<file path="src/rtl/qspi_pkg.sv">
package qspi_pkg;
    typedef enum logic [1:0] {Q_IDLE, Q_LOAD, Q_RUN, Q_STORE} q_state_t;
    typedef enum logic {SH_IDLE, SH_RUN} sh_state_t;

    localparam logic [1:0] RG_TX  = 2'd0;
    localparam logic [1:0] RG_RX  = 2'd1;
    localparam logic [1:0] RG_CMD = 2'd2;

    localparam logic [2:0] OFS_MODE = 3'd0;
    localparam logic [2:0] OFS_DLY  = 3'd1;
    localparam logic [2:0] OFS_WRAP = 3'd2;
    localparam logic [2:0] OFS_STAT = 3'd3;
    localparam logic [2:0] OFS_ADDR = 3'd4;
    localparam logic [2:0] OFS_DATA = 3'd5;
endpackage

</file>
<file path="src/rtl/qspi_qram.sv">
module qspi_qram #(
    parameter int DEPTH = 16,
    parameter int WIDTH = 8,
    parameter int NRD   = 2,
    localparam int AW   = $clog2(DEPTH)
) (
    input  logic                      clk,
    input  logic                      we,
    input  logic [AW-1:0]             waddr,
    input  logic [WIDTH-1:0]          wdata,
    input  logic [NRD-1:0][AW-1:0]    raddr,
    output logic [NRD-1:0][WIDTH-1:0] rdata
);
    logic [WIDTH-1:0] mem [DEPTH];

    always_ff @(posedge clk) begin
        if (we) mem[waddr] <= wdata;
    end

    for (genvar p = 0; p < NRD; p++) begin : g_rd
        assign rdata[p] = mem[raddr[p]];
    end
endmodule

</file>
<file path="src/rtl/qspi_shift.sv">
module qspi_shift
    import qspi_pkg::*;
#(
    parameter int DW = 8,
    parameter int BW = 8,
    localparam int CW = BW + 1,
    localparam int EW = $clog2(2 * DW)
) (
    input  logic          clk,
    input  logic          rst_n,
    input  logic          start,
    input  logic [DW-1:0] tx,
    input  logic          cpol,
    input  logic          cpha,
    input  logic [BW-1:0] baud,
    input  logic          miso,
    output logic          sck,
    output logic          mosi,
    output logic          fin,
    output logic [DW-1:0] rx
);
    localparam logic [EW-1:0] LAST_EDGE = EW'(2 * DW - 1);

    sh_state_t     st;
    logic [DW-1:0] sh;
    logic [CW-1:0] cnt;
    logic [EW-1:0] edge_n;
    logic [BW-1:0] beff;
    logic [CW-1:0] half_m1;

    assign beff    = (baud < BW'(2)) ? BW'(2) : baud;
    assign half_m1 = {beff, 1'b0} - CW'(1);
    assign mosi    = sh[DW-1];

    always_ff @(posedge clk or negedge rst_n) begin
        if (!rst_n) begin
            st <= SH_IDLE; sck <= 1'b0; sh <= '0; rx <= '0;
            cnt <= '0; edge_n <= '0; fin <= 1'b0;
        end else begin
            fin <= 1'b0;
            unique case (st)
                SH_IDLE: begin
                    sck <= cpol;
                    if (start) begin
                        sh <= tx; cnt <= half_m1; edge_n <= '0; st <= SH_RUN;
                    end
                end
                SH_RUN: begin
                    if (cnt == '0) begin
                        cnt <= half_m1;
                        sck <= ~sck;
                        if (edge_n[0] == cpha)
                            rx <= {rx[DW-2:0], miso};
                        else if (edge_n != '0 && edge_n != LAST_EDGE)
                            sh <= {sh[DW-2:0], 1'b0};
                        if (edge_n == LAST_EDGE) begin
                            st <= SH_IDLE; fin <= 1'b1;
                        end else begin
                            edge_n <= edge_n + EW'(1);
                        end
                    end else begin
                        cnt <= cnt - CW'(1);
                    end
                end
            endcase
        end
    end

    assert_sck_idle_R9: assert property (@(posedge clk) disable iff (!rst_n)
        (st == SH_IDLE && $past(st) == SH_IDLE) |-> sck == $past(cpol));
endmodule

</file>
<file path="src/rtl/qspi_queue_master.sv">
module qspi_queue_master
    import qspi_pkg::*;
#(
    parameter int ENTRIES = 16,
    parameter int NCS     = 4,
    parameter int DW      = 8,
    localparam int IW     = $clog2(ENTRIES),
    localparam int CMDW   = 2 + NCS
) (
    input  logic           clk,
    input  logic           rst_n,
    input  logic [2:0]     reg_addr,
    input  logic           reg_wr,
    input  logic           reg_rd,
    input  logic [15:0]    reg_wdata,
    output logic [15:0]    reg_rdata,
    output logic           sck_o,
    output logic           mosi_o,
    input  logic           miso_i,
    output logic [NCS-1:0] cs_o
);
    q_state_t state, nxt;
    logic men, cpol, cpha, spe, csiv, done_q;
    logic [3:0] flen;
    logic [7:0] baud;
    logic [IW-1:0] endqp, ptr, qidx;
    logic [1:0] region;

    logic go, clr_done, last, data_acc, tx_we, cmd_we, rx_we, sh_start, sh_fin, cs_act;
    logic [DW-1:0] sh_rx;
    logic [1:0][DW-1:0]   tx_rd;
    logic [1:0][CMDW-1:0] cmd_rd;
    logic [0:0][DW-1:0]   rx_rd;

    assign go       = reg_wr && reg_addr == OFS_DLY && reg_wdata[15] && men && state == Q_IDLE;
    assign clr_done = reg_wr && reg_addr == OFS_STAT && reg_wdata[0];
    assign last     = (qidx == endqp);
    assign data_acc = reg_addr == OFS_DATA && ((reg_wr && !spe) || reg_rd);
    assign tx_we    = reg_wr && !spe && reg_addr == OFS_DATA && region == RG_TX;
    assign cmd_we   = reg_wr && !spe && reg_addr == OFS_DATA && region == RG_CMD;

    qspi_qram #(.DEPTH(ENTRIES), .WIDTH(DW), .NRD(2)) i_txram (
        .clk(clk), .we(tx_we), .waddr(ptr), .wdata(reg_wdata[DW-1:0]),
        .raddr({qidx, ptr}), .rdata(tx_rd));
    qspi_qram #(.DEPTH(ENTRIES), .WIDTH(CMDW), .NRD(2)) i_cmdram (
        .clk(clk), .we(cmd_we), .waddr(ptr),
        .wdata({reg_wdata[7:6], reg_wdata[NCS-1:0]}),
        .raddr({qidx, ptr}), .rdata(cmd_rd));
    qspi_qram #(.DEPTH(ENTRIES), .WIDTH(DW), .NRD(1)) i_rxram (
        .clk(clk), .we(rx_we), .waddr(qidx), .wdata(sh_rx),
        .raddr(ptr), .rdata(rx_rd));

    qspi_shift #(.DW(DW), .BW(8)) i_shift (
        .clk(clk), .rst_n(rst_n), .start(sh_start), .tx(tx_rd[1]),
        .cpol(cpol), .cpha(cpha), .baud(baud), .miso(miso_i),
        .sck(sck_o), .mosi(mosi_o), .fin(sh_fin), .rx(sh_rx));

    // register bus
    always_ff @(posedge clk or negedge rst_n) begin
        if (!rst_n) begin
            men <= 1'b0; cpol <= 1'b0; cpha <= 1'b0; flen <= '0; baud <= '0;
            csiv <= 1'b0; endqp <= '0; region <= '0; ptr <= '0;
        end else begin
            if (reg_wr && reg_addr == OFS_MODE) begin
                men <= reg_wdata[15]; flen <= reg_wdata[13:10];
                cpol <= reg_wdata[9]; cpha <= reg_wdata[8]; baud <= reg_wdata[7:0];
            end
            if (reg_wr && reg_addr == OFS_WRAP) begin
                csiv <= reg_wdata[12]; endqp <= reg_wdata[IW-1:0];
            end
            if (reg_wr && reg_addr == OFS_ADDR) begin
                region <= reg_wdata[5:4]; ptr <= reg_wdata[IW-1:0];
            end else if (data_acc) begin
                ptr <= ptr + IW'(1);
            end
        end
    end

    // next state
    always_comb begin
        nxt = state;
        unique case (state)
            Q_IDLE:  if (go) nxt = Q_LOAD;
            Q_LOAD:  nxt = Q_RUN;
            Q_RUN:   if (sh_fin) nxt = Q_STORE;
            Q_STORE: nxt = last ? Q_IDLE : Q_LOAD;
        endcase
    end

    // state register and queue counters
    always_ff @(posedge clk or negedge rst_n) begin
        if (!rst_n) begin
            state <= Q_IDLE; qidx <= '0; spe <= 1'b0; done_q <= 1'b0;
        end else begin
            state <= nxt;
            if (clr_done) done_q <= 1'b0;
            if (go) begin
                qidx <= '0; spe <= 1'b1;
            end
            if (state == Q_STORE) begin
                if (last) begin
                    spe <= 1'b0; done_q <= 1'b1;
                end else begin
                    qidx <= qidx + IW'(1);
                end
            end
        end
    end

    // outputs
    always_comb begin
        sh_start = (state == Q_LOAD);
        rx_we    = (state == Q_STORE);
        cs_act   = (state == Q_LOAD) || (state == Q_RUN) ||
                   (state == Q_STORE && cmd_rd[1][CMDW-1] && !last);
        cs_o     = {NCS{csiv}} ^ (cs_act ? cmd_rd[1][NCS-1:0] : '0);
    end

    // read mux
    always_comb begin
        reg_rdata = '0;
        unique case (reg_addr)
            OFS_MODE: reg_rdata = {men, 1'b0, flen, cpol, cpha, baud};
            OFS_DLY:  reg_rdata = {spe, 15'b0};
            OFS_WRAP: reg_rdata = (16'(csiv) << 12) | 16'(endqp);
            OFS_STAT: reg_rdata = 16'(done_q);
            OFS_ADDR: reg_rdata = (16'(region) << 4) | 16'(ptr);
            OFS_DATA: begin
                if (region == RG_TX)       reg_rdata = 16'(tx_rd[0]);
                else if (region == RG_RX)  reg_rdata = 16'(rx_rd[0]);
                else if (region == RG_CMD) reg_rdata = {8'b0, cmd_rd[0][CMDW-1:CMDW-2], 6'(cmd_rd[0][NCS-1:0])};
            end
            default: reg_rdata = '0;
        endcase
    end

    assert_done_from_store_R4: assert property (@(posedge clk) disable iff (!rst_n)
        $rose(done_q) |-> $past(state) == Q_STORE);
    assert_spe_end_sets_done_R4: assert property (@(posedge clk) disable iff (!rst_n)
        $fell(spe) |-> done_q);
    assert_run_write_ignored_R10: assert property (@(posedge clk) disable iff (!rst_n)
        (reg_wr && !reg_rd && reg_addr == OFS_DATA && spe) |=> $stable(ptr));
    assert_cs_idle_level_R7: assert property (@(posedge clk) disable iff (!rst_n)
        (state == Q_IDLE) |-> cs_o == {NCS{csiv}});
endmodule

</file>
<file path="config.mk">
export PLATFORM = sky130hd
export DESIGN_NAME = qspi_queue_master
export DESIGN_NICKNAME = d
export VERILOG_FILES = /design/src/rtl/qspi_pkg.sv /design/src/rtl/qspi_qram.sv /design/src/rtl/qspi_shift.sv /design/src/rtl/qspi_queue_master.sv
export SDC_FILE = /design/constraint.sdc
export NUM_CORES = 1
export LEC_CHECK = 0
export BUFFER_PORTS_ARGS = -buffer_cell sky130_fd_sc_hd__buf_2
export CAP_MARGIN = 5
export CORE_AREA = 8 8 301 157
export DETAILED_ROUTE_END_ITERATION = 10
export DIE_AREA = 0 0 309 165
export GPL_ROUTABILITY_DRIVEN = 0
export GPL_TIMING_DRIVEN = 0
export SLEW_MARGIN = 20
export SYNTH_ARGS = -nofsm -noshare
export SYNTH_HDL_FRONTEND = slang
export SYNTH_SLANG_ARGS = --single-unit
export TNS_END_PERCENT = 1
</file>
<file path="constraint.sdc">
create_clock -name clk -period 6.2 [get_ports clk]
set_input_delay 0.31 -clock clk [delete_from_list [all_inputs] [get_ports clk]]
set_output_delay 0.31 -clock clk [all_outputs]
set_load 0.005 [all_outputs]
</file>
==> results of run 1 <==
[cells in the mapped netlist (all sizes together) (4+ instances only)]
cell type  number
and3           14
nand2b          8
a31oi           4
mux2i          45
mux4          152
nand2          61
o21ai          37
a22oi           7
dfrtp          66
clkbuf         28
edfxtp        352
o31ai           5
nor2           66
nor3           21
a211oi          4
xor2           11
o211ai          8
nor2b          10
mux2           36
or3             4
a21oi          17
buf            41
nand3          18
inv            15
a31o            4
ha             17
xnor2           9
and2           12
[state kept, by name (all words and copies together), names as in the netlist]
name            count
ptr                 4
i_shift.fin         1
done_q              1
csiv                1
i_txram.mem       128
i_cmdram.mem       96
state               2
cpha                1
i_shift.sh          8
endqp               4
i_rxram.mem       128
men                 1
baud                8
region              2
i_shift.cnt         9
flen                4
i_shift.sck         1
cpol                1
i_shift.st          1
i_shift.rx          8
i_shift.edge_n      4
spe                 1
qidx                4
[final timing paths]
path / end / slack, ns / cells past startpoint
hold / removal: cpha / 0.01 / 2
min in group asynchronous: flen[2] / 0.24 / 2
max in group asynchronous: i_shift.rx[4] / 5.36 / 3
hold reg to reg: flen[3] / 0.50 / 1
setup reg to reg: i_txram.mem[12][4] / 2.69 / 6
setup / recovery: reg_rdata[0] / 1.68 / 8
[through the flow]
step                      cells  setup WS [ns]  util (%)  power (mW)  instance area [um2]
final                      1812           1.68      49.6        8.41                21300
after global routing       1812           1.65      49.6        8.71                21300
after CTS                  1812           1.85      49.6        8.39                21300
after detailed placement   1743           2.42      46.9        6.15                20100
after global placement     1742           2.39      46.7        6.10                20100
after floorplan            1112           3.85         -        5.18                19100
[routing by layer]
| layer | track usage, % | vias to the layer above | routed length, um |
|---|---|---|---|
| met5 | 1.06 | - | 69 |
| met4 | 4.60 | 2 | 1100 |
| met3 | 8.19 | 95 | 8010 |
| met2 | 27.8 | 739 | 21200 |
| met1 | 34.9 | 5920 | 25500 |
| li1 | - | 4655 | - |
[cell families after synthesis]
group                    after synthesis  share of synthesized area (%)
buffers and inverters                 84                           1.97
flip-flops                           418                           63.9
other                                  1                         0.0196
multiplexers                         233                           22.5
XOR/XNOR                              20                          0.915
AO/OA/AOI/OAI                        111                           3.90
AND/OR/NAND/NOR                      228                           5.68
adder cells (fa/ha/maj)               17                           1.11
[report_power, final]
part,internal [mW],switching (mW)
combinational,1.15,1.59
clock,1.24,1.04
sequential,3.23,0.162
[layout make-up]
cell class	instances	area, um2
Clock inverter	12	95.1
Buffer	69	323
Inverter	15	56.3
Multi-Input combinational cell	610	6570
Fill cell	3566	21600
Sequential cell	418	12200
Timing Repair Buffer	46	270
Clock buffer	54	1060
Tap cell	588	736
[worst max-delay path, cell delays in order (launching register included)]
cell and delay (ns):
dfrtp_1 0.32, buf_2 0.28, buf_1 0.84, buf_2 0.58, mux2i_1 0.65, o21ai_0 0.32
o211ai_1 0.23, o311ai_0 0.22, buf_2 0.20
==> impl_metrics.json, run 1 <==
{
  "layout_commonest_cell": "edfxtp_1",
  "yosysTopAreaCell": "edfxtp_1",
  "cts_buffers": 37,
  "area_growth_pct": 11.5,
  "grt_usage_pct": 22.0,
  "synth-async-reset-ratio_pct": 15.8,
  "cts_tree": "done",
  "r2r_start": "ptr[3]",
  "rsz0062_at_grt": "false",
  "synth_area_per_cell_um2": 17.2,
  "worst_setup_path_start_kind": "flop",
  "crit_required_ns": 5.89,
  "synth_area_um2": 19100,
  "routed_wl_mm": 55.8,
  "slew_viol_final": 0,
  "synth_flop_cell": "edfxtp_1",
  "p_per_area_nw_per_um2": 394,
  "synth_seq_cells": 418,
  "clk_pin_slew_ns": 0.07,
  "cp.arrival_ns": 4.21,
  "antenna_found_initial": 1,
  "outcome": "finished, final reports clean",
  "hpwl_mm": 39.8,
  "grt_pass1_vias": 11000,
  "crit_path_end_kind": "output pin",
  "portBuffers": 42,
  "worst_setup_path_startpoint": "ptr[3]",
  "nNetsFinal": 1238,
  "hold_start": "reg_wdata[8]",
  "worstSkewPairLatency_ns": 0.55,
  "ant_nets": 0,
  "drcViolationCount": 0,
  "clockRootBuffer": "clkbuf_16",
  "grt_max_degree": 41,
  "finClkSkew_ns": 0.0235,
  "grt-ovfl-total": 0,
  "synth_cell_type_count": 61,
  "finalHoldViolations": 0,
  "period_needed_ns": 4.52,
  "grt_pass1_wl_mm": 79.5,
  "hold_path.class": "input port to flop",
  "layout_common_cells": "edfxtp_1, mux4_2, nor2_1, dfrtp_1, buf_2",
  "vias_per_cell": 6.30,
  "cts_setup_buffers": 0,
  "fp.dieH_um": 165,
  "hold_ws_ns": 0.0114,
  "yosys_warnings": 0,
  "setup_viol": 0,
  "worstSetupPathType": "flop to output pin",
  "max-slew-margin-rel_pct": 28.0,
  "leakage_nw": 7.36,
  "pin_count": 46,
  "antennaDiodeCount": 0,
  "synthTopCellsByArea": "edfxtp_1, mux4_2, dfrtp_1, mux2i_1, mux2_2",
  "drt_pre_antenna_iters": 5,
  "path_max_fanout": 10,
  "drv_cap": 0,
  "die_w_um": 309,
  "cts_resized": 0,
  "fmax_mhz": 221,
  "drive_above_1_share_pct": 26.6,
  "yosys.area.top_type_share_pct": 55.2,
  "seq_area_frac_synth_pct": 63.9,
  "syn_inst": 1112,
  "hold_buffers": 3,
  "drt-initial-drc-count": 1629,
  "clkSinkCount": 418,
  "vias": 11400,
  "wl_per_cell_um": 30.8,
  "start_util_pct": 44.5,
  "syn-num-nets": 1153,
  "tns_ns": 0,
  "period_share_pct": 72.9,
  "core_um2": 43000,
  "cts_max_level": 2,
  "vdd_drop_max_mv": 0.192,
  "synth_edf_count": 352,
  "die-area_um2": 51000,
  "cts.path.max_buffers": 3,
  "worst_slew_pin_slew_ns": 1.08,
  "rows": 54
}
Note: power is estimated with default switching activity, not from simulation.
==> inputs of run 2 (changes only) <==
==> constraint.sdc (replaced) <==
create_clock -name clk -period 4.3 [get_ports clk]
set_input_delay 0.215 -clock clk [delete_from_list [all_inputs] [get_ports clk]]
set_output_delay 0.215 -clock clk [all_outputs]
set_load 0.005 [all_outputs]
==> impl_metrics.json, run 2 (same netlist as run 1, synthesis figures left out) <==
{
  "cts_resized": 0,
  "layout_commonest_cell": "edfxtp_1",
  "ant_nets": 0,
  "portBuffers": 42,
  "clk_pin_slew_ns": 0.07,
  "max-slew-margin-rel_pct": 27.2,
  "vdd_drop_max_mv": 0.276,
  "grt_max_degree": 41,
  "r2r-end": "i_cmdram.mem[8][3]",
  "reg2reg_slack_ns": 0.72,
  "grt_usage_pct": 22.0,
  "rows": 54,
  "drt-initial-drc-count": 1713,
  "hold_path.class": "input port to flop",
  "cts_max_level": 2,
  "area_growth_pct": 11.8,
  "setup_slack_ns": 0.192,
  "drt_pre_antenna_iters": 5,
  "tns_ns": 0,
  "crit_family": "buffers and inverters",
  "met1_usage_pct": 34.9,
  "worst_setup_path_startpoint": "ptr[3]",
  "crit_required_ns": 4.09,
  "path_max_fanout": 18,
  "vias": 11400,
  "critPathMostFrequentCell": "buf_2",
  "hpwl_mm": 39.8,
  "core_um2": 43000,
  "slew_viol_final": 0,
  "finalHoldViolations": 0,
  "leakage_nw": 7.38,
  "drive_above_1_share_pct": 26.5,
  "cp.depth": 8,
  "worst_slew_pin_slew_ns": 1.09,
  "crit_end": "reg_rdata[3]",
  "antenna_found_initial": 1,
  "fp.dieH_um": 165,
  "finClkSkew_ns": 0.0187,
  "p_per_area_nw_per_um2": 567,
  "place_ws_ns": 0.620,
  "drv_cap": 0,
  "crit_path_end_kind": "output pin",
  "cts_tree": "done",
  "wl_per_cell_um": 30.8,
  "grt_util_met3_pct": 8.18,
  "globalRouteMet2Util_pct": 28.0,
  "routed_wl_mm": 55.9,
  "nNetsFinal": 1242,
  "reg_top3": "i_rxram.mem x128, i_txram.mem x128, i_cmdram.mem x96",
  "cts.path.max_buffers": 3,
  "worstSkewPairLatency_ns": 0.54,
  "clkSinkCount": 418,
  "r2r_start": "ptr[3]",
  "path_cells": "buf_2 -> buf_1 -> buf_2 -> mux2i_1 -> a22oi_1 -> o21ai_0 -> o21ai_0 -> buf_2",
  "outcome": "finished, final reports clean",
  "grt-ovfl-total": 0,
  "period_needed_ns": 4.11,
  "layout_common_cells": "edfxtp_1, mux4_2, nor2_1, dfrtp_1, buf_2",
  "cts_buffers": 37,
  "worst_setup_path_start_kind": "flop",
  "worstSetupPathType": "flop to output pin",
  "reg2regPathDepth": 5,
  "grt_pass1_wl_mm": 79.7,
  "clockRootBuffer": "clkbuf_16",
  "die-area_um2": 51000,
  "pin_count": 46,
  "worst-path-buf-inv": 4,
  "slowest_stage": "buf_1",
  "rsz0062_at_grt": "false",
  "setup_viol": 0,
  "period_share_pct": 95.5,
  "drcViolationCount": 0,
  "vias_per_cell": 6.26,
  "grt_pass1_vias": 11100,
  "fmax_mhz": 243,
  "die_w_um": 309,
  "grt_busiest_layer": "met1",
  "cp_slowest_stage_delay_ns": 0.62,
  "cp.arrival_ns": 3.89,
  "start_util_pct": 44.5
}
[run 2: changes by cell type in the layout (fill, tap and decap cells not counted), sizes merged]
cell and change:
dlygate4sd3 +6, buf -1, clkbuf -1, diode +1
[run 2: worst min path at each step]
stage	start	endpoint	slack, ns	depth (start not counted)
final	reg_wr	done_q	0.09	4
after global routing	reg_wr	done_q	0.13	4
after CTS	reg_wr	done_q	0.07	4
after detailed placement	rst_n	flen[2]	0.18	1
after global placement	miso_i	i_shift.rx[0]	0.45	2
after floorplan	rst_n	baud[0]	-0.08	0
[run 2: layout make-up]
| type | instances | area, um2 |
|---|---|---|
| Multi-Input combinational cell | 610 | 6570 |
| Antenna cell | 1 | 2.50 |
| Tap cell | 588 | 736 |
| Buffer | 67 | 315 |
| Timing Repair Buffer | 52 | 330 |
| Fill cell | 3557 | 21600 |
| Clock inverter | 12 | 95.1 |
| Clock buffer | 54 | 1060 |
| Inverter | 15 | 56.3 |
| Sequential cell | 418 | 12200 |
[run 2: layer usage]
metal | up-vias | wire length, um
li1 | 4670 | -
met4 | 2 | 1120
met2 | 697 | 21200
met3 | 102 | 7790
met1 | 5897 | 25700
met5 | - | 69
[run 2: power by group]
part | total (mW) | internal [mW] | switching (mW) | leakage (nW)
logic | 3.96 | 1.66 | 2.30 | 2.64
registers | 4.89 | 4.65 | 0.234 | 4.18
clock network | 3.29 | 1.79 | 1.50 | 0.562
total | 12.1 | 8.10 | 4.04 | 7.38
[run 2: worst register-to-register path, delay by kind of cell, from the launching register on]
family | cells | cell delay [ns]
buf+inv | 3 | 1.75
simple gates | 2 | 1.13
flops | 1 | 0.32
[run 2: repair_timing]
action,CTS,global route
hold endpoints to repair,75,0
setup endpoints to repair,0,1
hold buffers,9,0
buffers inserted,0,0
[run 2: metrics by stage]
stage | cells | power, mW | hold WS (ns) | util [%] | instance area, um2
final | 1817 | 12.1 | 0.0929 | 49.8 | 21400
after global routing | 1816 | 12.6 | 0.128 | 49.8 | 21400
after CTS | 1818 | 12.1 | 0.0706 | 49.8 | 21400
after detailed placement | 1743 | 8.86 | 0.177 | 46.9 | 20100
after global placement | 1742 | 8.80 | 0.449 | 46.7 | 20100
after floorplan | 1112 | 7.47 | -0.0806 | - | 19100
